`src/rtl/upg_pkg.sv`:
```
package upg_pkg;
  typedef enum logic [1:0] {
    CMB_HONLY = 2'd0,
    CMB_AND   = 2'd1,
    CMB_OR    = 2'd2,
    CMB_XOR   = 2'd3
  } cmb_e;
endpackage

```
`src/rtl/upg_counters.sv`:
```
module upg_counters #(
  parameter int PIX_W  = 12,
  parameter int LINE_W = 11
) (
  input  logic              clk,
  input  logic              rst_n,
  input  logic              hblank_lead,
  input  logic              vblank_lead,
  output logic [PIX_W-1:0]  pix_cnt,
  output logic [LINE_W-1:0] line_cnt
);
  localparam logic [PIX_W-1:0]  PIX_MAX  = {PIX_W{1'b1}};
  localparam logic [LINE_W-1:0] LINE_MAX = {LINE_W{1'b1}};

  always_ff @(posedge clk) begin
    if (!rst_n) begin
      pix_cnt  <= '0;
      line_cnt <= '0;
    end else begin
      if (hblank_lead)
        pix_cnt <= PIX_W'(1);
      else if (pix_cnt != PIX_MAX)
        pix_cnt <= pix_cnt + PIX_W'(1);

      if (vblank_lead)
        line_cnt <= LINE_W'(1);
      else if (hblank_lead && line_cnt != LINE_MAX)
        line_cnt <= line_cnt + LINE_W'(1);
    end
  end
endmodule

```
`src/rtl/upg_window.sv`:
```
module upg_window #(
  parameter int W          = 12,
  parameter bit SKIP_FIRST = 1'b0
) (
  input  logic [W-1:0] pos,
  input  logic [W-1:0] lo,
  input  logic [W-1:0] hi,
  output logic         in_win
);
  logic [W:0] lo_eff;

  generate
    if (SKIP_FIRST) begin : g_skip
      always_comb begin
        if (lo == W'(1))
          lo_eff = {1'b0, lo};
        else
          lo_eff = {1'b0, lo} + (W+1)'(1);
      end
    end else begin : g_plain
      always_comb lo_eff = {1'b0, lo};
    end
  endgenerate

  always_comb in_win = ({1'b0, pos} >= lo_eff) && (pos <= hi);
endmodule

```
`src/rtl/upg_channel.sv`:
```
module upg_channel
  import upg_pkg::*;
#(
  parameter int PIX_W  = 12,
  parameter int LINE_W = 11
) (
  input  logic              clk,
  input  logic              rst_n,
  input  logic [PIX_W-1:0]  pix_cnt,
  input  logic [LINE_W-1:0] line_cnt,
  input  logic [PIX_W-1:0]  h_start,
  input  logic [PIX_W-1:0]  h_stop,
  input  logic [LINE_W-1:0] v_start,
  input  logic [LINE_W-1:0] v_stop,
  input  logic [1:0]        mode,
  input  logic              pol_high,
  output logic              pulse_q
);
  logic h_on, v_on, act;

  upg_window #(.W(PIX_W), .SKIP_FIRST(1'b1)) u_hwin (
    .pos(pix_cnt), .lo(h_start), .hi(h_stop), .in_win(h_on)
  );

  upg_window #(.W(LINE_W), .SKIP_FIRST(1'b0)) u_vwin (
    .pos(line_cnt), .lo(v_start), .hi(v_stop), .in_win(v_on)
  );

  always_comb begin
    case (cmb_e'(mode))
      CMB_AND: act = h_on & v_on;
      CMB_OR:  act = h_on | v_on;
      CMB_XOR: act = h_on ^ v_on;
      default: act = h_on;
    endcase
  end

  always_ff @(posedge clk) begin
    if (!rst_n)
      pulse_q <= 1'b1;
    else
      pulse_q <= pol_high ? act : ~act;
  end
endmodule

```
`src/rtl/usr_pulse_gen.sv`:
```
module usr_pulse_gen #(
  parameter int N_CH   = 4,
  parameter int PIX_W  = 12,
  parameter int LINE_W = 11
) (
  input  logic                     clk,
  input  logic                     rst_n,
  input  logic                     hblank_lead,
  input  logic                     vblank_lead,
  input  logic [N_CH*PIX_W-1:0]    cfg_h_start,
  input  logic [N_CH*PIX_W-1:0]    cfg_h_stop,
  input  logic [N_CH*LINE_W-1:0]   cfg_v_start,
  input  logic [N_CH*LINE_W-1:0]   cfg_v_stop,
  input  logic [2*N_CH-1:0]        cfg_mode,
  input  logic [N_CH-1:0]          cfg_pol_high,
  output logic [N_CH-1:0]          user_out
);
  logic [PIX_W-1:0]  pix_cnt;
  logic [LINE_W-1:0] line_cnt;

  upg_counters #(.PIX_W(PIX_W), .LINE_W(LINE_W)) u_cnt (
    .clk(clk), .rst_n(rst_n),
    .hblank_lead(hblank_lead), .vblank_lead(vblank_lead),
    .pix_cnt(pix_cnt), .line_cnt(line_cnt)
  );

  generate
    for (genvar i = 0; i < N_CH; i++) begin : g_ch
      upg_channel #(.PIX_W(PIX_W), .LINE_W(LINE_W)) u_ch (
        .clk(clk), .rst_n(rst_n),
        .pix_cnt(pix_cnt), .line_cnt(line_cnt),
        .h_start(cfg_h_start[i*PIX_W +: PIX_W]),
        .h_stop(cfg_h_stop[i*PIX_W +: PIX_W]),
        .v_start(cfg_v_start[i*LINE_W +: LINE_W]),
        .v_stop(cfg_v_stop[i*LINE_W +: LINE_W]),
        .mode(cfg_mode[2*i +: 2]),
        .pol_high(cfg_pol_high[i]),
        .pulse_q(user_out[i])
      );
    end
  endgenerate
endmodule

```
`config.mk`:
```
export PLATFORM = sky130hd
export DESIGN_NAME = usr_pulse_gen
export DESIGN_NICKNAME = d
export VERILOG_FILES = /design/src/rtl/upg_pkg.sv /design/src/rtl/upg_counters.sv /design/src/rtl/upg_window.sv /design/src/rtl/upg_channel.sv /design/src/rtl/usr_pulse_gen.sv
export SDC_FILE = /design/constraint.sdc
export NUM_CORES = 1
export LEC_CHECK = 0
export ABC_AREA = 1
export BUFFER_PORTS_ARGS = -buffer_cell sky130_fd_sc_hd__buf_2
export CAP_MARGIN = 20
export CORE_ASPECT_RATIO = 0.9
export CORE_MARGIN = 3
export CORE_UTILIZATION = 45
export DETAILED_ROUTE_END_ITERATION = 16
export PLACE_DENSITY = 0.73
export SYNTH_ARGS = -nofsm -noshare
export SYNTH_HDL_FRONTEND = slang
export SYNTH_HIERARCHICAL = 1
export SYNTH_SLANG_ARGS = --single-unit
```
`constraint.sdc`:
```
create_clock -name clk -period 5.8 [get_ports clk]
set_input_delay 0.58 -clock clk [delete_from_list [all_inputs] [get_ports clk]]
set_output_delay 0.58 -clock clk [all_outputs]
set_load 0.01 [all_outputs]
```
==> results of run 1 <==
worst max path at each step:
| stage | start | to | slack, ns |
|---|---|---|---|
| 6_report | cfg_h_start[13] | g_ch[1].u_ch/pulse_q | 2.77 |
| 5_1_grt | cfg_h_start[13] | g_ch[1].u_ch/pulse_q | 2.33 |
| 4_1_cts | cfg_h_start[13] | g_ch[1].u_ch/pulse_q | 2.73 |
| 3_5_place_dp | cfg_h_start[13] | g_ch[1].u_ch/pulse_q | 2.45 |
| 3_3_place_gp | cfg_h_start[13] | g_ch[1].u_ch/pulse_q | 2.50 |
| 2_1_floorplan | cfg_h_start[13] | g_ch[1].u_ch/pulse_q | 2.93 |
per-layer routing:
metal | global-route usage | part of all wire | vias up
met5 | 0 | 0 | -
met4 | 0.0204 | 0.0047 | 0
met3 | 0.0140 | 0.044 | 6
met2 | 0.346 | 0.45 | 169
met1 | 0.282 | 0.50 | 3548
li1 | - | - | 4545
power breakdown:
group | switching, mW | total (mW) | internal, mW | leakage, nW
clock network | 0.0745 | 0.170 | 0.0957 | 0.0415
logic | 0.170 | 0.304 | 0.134 | 5.88
registers | 0.00841 | 0.198 | 0.189 | 0.220
total | 0.253 | 0.672 | 0.419 | 6.15
cells in the mapped netlist:
library cell / number / area [µm²]
nand4_2: 2 / 25.0
nand3_1: 54 / 270
xnor2_1: 7 / 61.3
o21ai_0: 16 / 80.1
nand2_2: 12 / 75.1
nand4_1: 22 / 138
a31oi_1: 1 / 6.26
o21ai_2: 1 / 8.76
nand2_1: 397 / 1490
nor3_1: 8 / 40.0
inv_2: 6 / 22.5
o21ai_1: 2 / 10.0
nor4_1: 8 / 50.1
nor2_2: 14 / 87.6
o21bai_2: 2 / 22.5
nand3b_1: 3 / 22.5
nand2_4: 2 / 22.5
nor2_1: 70 / 263
buf_6: 1 / 11.3
a21oi_1: 69 / 345
ha_1: 202 / 2530
inv_1: 325 / 1220
a21o_1: 6 / 45.0
o21a_1: 4 / 30.0
dfxtp_1: 27 / 541
nand3_2: 16 / 160
and3_1: 2 / 12.5
nor2_4: 12 / 135
o21bai_1: 6 / 45.0
xor2_1: 31 / 272
state kept, by name, indices dropped and copies added (netlist names):
signal             count
g_ch.u_ch/pulse_q      4
u_cnt/line_cnt        11
u_cnt/pix_cnt         12
kinds of logic after synthesis:
kind of cell             Yosys count  synth area share
flip-flops                        27            0.0672
adder cells (fa/ha/maj)          202             0.314
buffers and inverters            332             0.156
AND/OR/NAND/NOR                  622             0.347
XOR/XNOR                          38            0.0414
AO/OA/AOI/OAI                    107            0.0738
layout by cell type, fill, tap and decap left out, drive strengths merged, types with 6 or more instances in the layout:
cell type / Yosys / layout
nand4: 24 / 24
nor4: 8 / 8
inv: 331 / 332
ha: 202 / 202
o21bai: 8 / 8
a21o: 6 / 6
nor3: 8 / 8
dfxtp: 27 / 27
nand2: 411 / 411
buf: 1 / 203
o21ai: 19 / 19
xnor2: 7 / 7
a21oi: 69 / 69
xor2: 31 / 31
nand3: 70 / 70
nor2: 96 / 96
cell type report:
type | instances | area [µm²]
inverters | 331 | 1240
fillers | 1780 | 7750
clock buffers | 3 | 75.1
multi-input cells | 969 | 6240
flip-flops and latches | 27 | 541
well taps | 235 | 294
repair buffers | 203 | 1020
clock inverters | 1 | 8.76
stage by stage:
step	power (mW)	util	instances	cell area (µm²)	hold slack, ns
3_3_place_gp	0.498	0.544	1765	9340	0.700
4_1_cts	0.680	0.549	1769	9420	0.563
5_1_grt	0.739	0.549	1769	9420	0.597
2_1_floorplan	0.374	-	1328	8040	0.544
3_5_place_dp	0.506	0.544	1765	9340	0.721
6_report	0.672	0.549	1769	9420	0.570
critical path: stages:
cell	delay [ns]
buf_2	0.12
inv_1	0.05
ha_1	0.13
inv_1	0.04
nor4_1	0.21
nand3_1	0.19
nand2_1	0.09
o21ai_0	0.09
ha_1	0.30
nand2_1	0.05
nor3_1	0.16
nor2_1	0.07
nor2_1	0.10
nor2_1	0.05
a21oi_1	0.28
inv_1	0.09
ha_1	0.30
nand2_1	0.07
nand3_1	0.09
nand3_1	0.08
nand3_1	0.06
==> summary.txt, run 1 <==
Global routing
  • Vias in the first global route: between 7000 and 8000
  • Grt total ovfl: 0
  • Largest net degree at the start of global routing: 18
  • Gr usage total: 0.200
  • Initial antenna violation count: 0
  • First-pass GRT wire length: roughly 33000 µm

Logic synthesis
  • Seq/Total Area, Yosys: 0.0672
  • Seq cells post-synth: 27
  • Post-Syn Area: between 0.008 and 0.009 mm²
  • YS warnings: 6
  • Synth unique cells: 30
  • Post-Syn Area per Cell: 6.05 µm²
  • Syn nets: 1730
  • Syn Inst Count: approximately 1300

Clock tree
  • H-tree Lvls: 1
  • Clock buffer depth: 2
  • CTS tree: yes
  • Setup Fix Bufs, Post-CTS: 0
  • Worst-Skew Late Latency: about 0.27 ns
  • TritonCTS Buffers: 3
  • Sink Count: 27
  • Clock slew at reported path FFs: around 0.08 ns
  • Hold_buf cts: 0
  • CTS root buf: clkbuf_16
  • Resize count post-CTS: 0

Worst setup path
  • CP Data Arrival Time: 3.19 ns
  • Register-to-Register Path Depth: 16
  • Worst reg2reg path endpoint: g_ch[1].u_ch/pulse_q
  • Worst setup path category: input port to flop
  • RR Startpoint: u_cnt/pix_cnt[7]
  • Critical path peak fanout: 4
  • Required time of the critical path: a little under 6 ns
  • Setup crit start kind: input port
  • Setup crit end kind: flop
  • R2r setup slk: 3.11 ns

Floorplanning
  • Core Rows: 45
  • I/O Pins: 204
  • CORE AREA: roughly 0.017 mm²
  • Die outline width: around 150 µm
  • Full die area: 0.0195 mm²
  • Starting Density: 0.468
  • Die height: between 100 and 150 µm

Routing
  • Wire per inst: 11.4 µm
  • DR pass1 iterations: 5
  • WL final: approximately 20000 µm
  • Residual DRC count: 0
  • Iteration-0 DRC Markers: between 200 and 300
  • Via count: 8268
  • Antenna Violating Nets Remaining: 0
  • Via/cell ratio: 4.67

Pwr
  • Worst vdd ir: 0.112 mV
  • Leak: between 6 and 7 nW
  • Power per Cell Area: slightly above 70 mW/mm²

STA
  • Final Cycle Share: 0.523
  • Final min period: 3.03 ns
  • Sum of negative setup slack: 0 ns
  • Slew margin rel.: 0.523
  • Worst Setup Slack, final: about 2.8 ns
  • Worst slew pin tran: 0.714 ns
  • Fmax: around 330 MHz
  • Pins over their slew limit: 0
  • # setup viols final: 0
  • Max Clock Skew: around 0.0095 ns
  • RSZ-0062 raised after global routing: no
  • Final Hold Viols: 0

Hold path
  • Hold Crit Class: input port to flop
  • Worst Hold End: g_ch[0].u_ch/pulse_q
  • Hold path depth: 3
  • Min-delay src: cfg_pol_high[0]

Placement
  • PortBufs: between 200 and 250
  • GPL Wtd Cong: between 0.8 and 0.9
  • Post-detail-place hpwl: between 15000 and 20000 µm
  • Place WS: between 2 and 2.5 ns

Run status
  • Status: finished clean

Layout
  • Share of post-route cells with drive strength above 1: 0.179
  • Synth-to-Final Area Change: 17.2%
  • Antenna Cells: 0
  • NumNets Final: ~1900

Run
  • Max-Cap Viols: 0
Power figures use the tool's default switching activity.
==> inputs of run 2 (changes only) <==
- clock period: 5.8 -> 2.9 ns (I/O delays scaled with it)
==> summary.txt, run 2 (synthesis results as in run 1) <==
Clock tree
  • TritonCTS Buffers: 3
  • Worst-Skew Late Latency: 0.26 ns
  • CTS tree: yes
  • CTS root buf: clkbuf_16
  • H-tree Lvls: 1
  • Clock buffer depth: 2
  • Sink Count: 27
  • Hold_buf cts: 0
  • Clock slew at reported path FFs: around 0.070 ns

Pwr
  • Leak: 6.32 nW
  • Seq pwr share: 0.293
  • Clock share of power: 0.242
  • Switch Pwr: roughly 0.49 mW
  • Sw frac: 0.370
  • Worst vdd ir: between 0.15 and 0.2 mV
  • Int Pwr: 0.843 mW
  • Total chip power: between 1 and 1.5 mW
  • Gate power share: 0.465
  • Power per Cell Area: around 140 mW/mm²

Routing
  • Wire per inst: 11.4 µm
  • Antenna Violating Nets Remaining: 0
  • DR pass1 iterations: 4
  • Via/cell ratio: approximately 4.6
  • Residual DRC count: 0
  • Via count: around 8400
  • Iteration-0 DRC Markers: ~270
  • WL final: ~20000 µm

Global routing
  • GRT met1 Usage: 0.291
  • First-pass GRT wire length: ~33000 µm
  • GR peak layer: met2
  • Met3 usage: 0.0195
  • Gr usage total: 0.202
  • Initial antenna violation count: 0
  • Vias in the first global route: about 7500
  • Largest net degree at the start of global routing: 15
  • GR Util met2: 0.337
  • Grt total ovfl: 0

STA
  • Final min period: 2.60 ns
  • Max Clock Skew: between 0.005 and 0.006 ns
  • Fmax: between 300 and 400 MHz
  • Worst Setup Slack, final: a little under 0.3 ns
  • Worst slew pin tran: 0.574 ns
  • Final Hold Viols: 0
  • # setup viols final: 0
  • Pins over their slew limit: 0
  • Fin Hold WS: around 0.29 ns
  • Slew margin rel.: 0.616
  • RSZ-0062 raised after global routing: no
  • Final Cycle Share: 0.898

Layout
  • Commonest non-fill, non-tap cell in the layout: nand2_1
  • Most frequent cells in the layout: nand2_1, inv_1, buf_2
  • Finished Cell Area: 0.00968 mm²
  • Share of post-route cells with drive strength above 1: 0.197
  • Leading registers by flop count: u_cnt/pix_cnt: 12 flops, u_cnt/line_cnt: 11 flops, g_ch.u_ch/pulse_q: 4 flops
  • Largest Register: u_cnt/pix_cnt
  • Non-Filler Instances: 1802
  • Filler cell count: roughly 1700
  • NumNets Final: roughly 2000
  • Synth-to-Final Area Change: 20.5%
  • Max FFs per register: 12
  • Antenna Cells: 0

Worst setup path
  • Required time of the critical path: between 3 and 4 ns
  • Worst setup path category: input port to flop
  • Setup crit end kind: flop
  • Setup crit start kind: input port
  • CP Data Arrival Time: ~2.8 ns
  • Critical path peak fanout: 4

Placement
  • Dpl cells: between 1500 and 2000
  • GPL Wtd Cong: 0.893
  • Post-Place Cell Area: about 0.0096 mm²
  • PortBufs: between 200 and 250
  • Place WS: -0.0624 ns
  • Post-detail-place hpwl: about 18000 µm

Run
  • Max-Cap Viols: 0

Floorplanning
  • I/O Pins: slightly above 200
  • Core Rows: 45
  • Full die area: between 0.015 and 0.02 mm²
  • Die height: 133 µm
  • Die outline width: ~150 µm
  • CORE AREA: between 0.015 and 0.02 mm²
  • Starting Density: 0.468

Hold path
  • Hold Crit Class: input port to flop

Run status
  • Status: finished clean
run 2: cell count changes in the layout (fill, tap and decap cells not counted):
cell | before | now
buf_4 | 0 | 32
nor2_1 | 70 | 69
a21oi_2 | 0 | 1
inv_6 | 1 | 0
nor2_2 | 14 | 15
a21oi_1 | 69 | 68
buf_12 | 0 | 1
clkbuf_1 | 0 | 1
run 2: worst max-delay path, stage by stage:
cell and delay [ns]:
buf_2 0.10, inv_1 0.05, ha_1 0.13, inv_1 0.04, nor4_1 0.22, nand3_1 0.19, nand2_1 0.09, o21ai_0 0.09
ha_1 0.30, nand2_1 0.05, nor3_1 0.18, nor2_1 0.07, nor2_1 0.10, nor2_1 0.05, a21oi_2 0.17, inv_1 0.06
ha_1 0.29, nand2_1 0.06, nand3_1 0.09, nand3_1 0.08, nand3_1 0.06
run 2: power by group through the flow:
| stage | Combinational (mW) | Sequential [mW] | Clock (mW) |
|---|---|---|---|
| 2_1_floorplan | 0.350 | 0.397 | 0 |
| 3_3_place_gp | 0.605 | 0.400 | 0 |
| 3_5_place_dp | 0.623 | 0.400 | 0 |
| 4_1_cts | 0.627 | 0.392 | 0.341 |
| 5_1_grt | 0.726 | 0.392 | 0.354 |
| 6_report | 0.622 | 0.391 | 0.324 |
run 2: layer usage:
metal / wire length (µm) / share of wire
met1: 10400 / 0.51
met2: 9050 / 0.44
met3: 948 / 0.046
met4: 131 / 0.0064
met5: 0 / 0
run 2: path summary, 6_finish.rpt:
check	endpoint	depth (start not counted)	startpoint	slack (ns)
max	g_ch[1].u_ch/pulse_q	21	cfg_h_start[13]	0.30
min	g_ch[0].u_ch/pulse_q	3	cfg_pol_high[0]	0.29
min reg2reg	u_cnt/line_cnt[4]	3	u_cnt/line_cnt[4]	0.68
max reg2reg	g_ch[2].u_ch/pulse_q	16	u_cnt/pix_cnt[11]	0.46
run 2: layout make-up:
type | count | area (µm²) | area share
Multi-Input combinational cell | 969 | 6250 | 0.646
Sequential cell | 27 | 541 | 0.0558
Clock buffer | 4 | 78.8 | 0.00814
Tap cell | 235 | 294 | 0.0304
Timing Repair Buffer | 236 | 1280 | 0.132
Inverter | 331 | 1240 | 0.128
run 2: repair_timing:
item	4_1_cts	5_1_grt
gates resized for setup	0	2
setup endpoints to repair	0	3
buffers inserted	0	1
run 2: metrics by stage:
stage | TNS (ns) | util
5_1_grt | 0 | 0.564
6_report | 0 | 0.564
3_5_place_dp | -0.0687 | 0.558
3_3_place_gp | -0.0323 | 0.558
2_1_floorplan | 0 | -
4_1_cts | 0 | 0.563
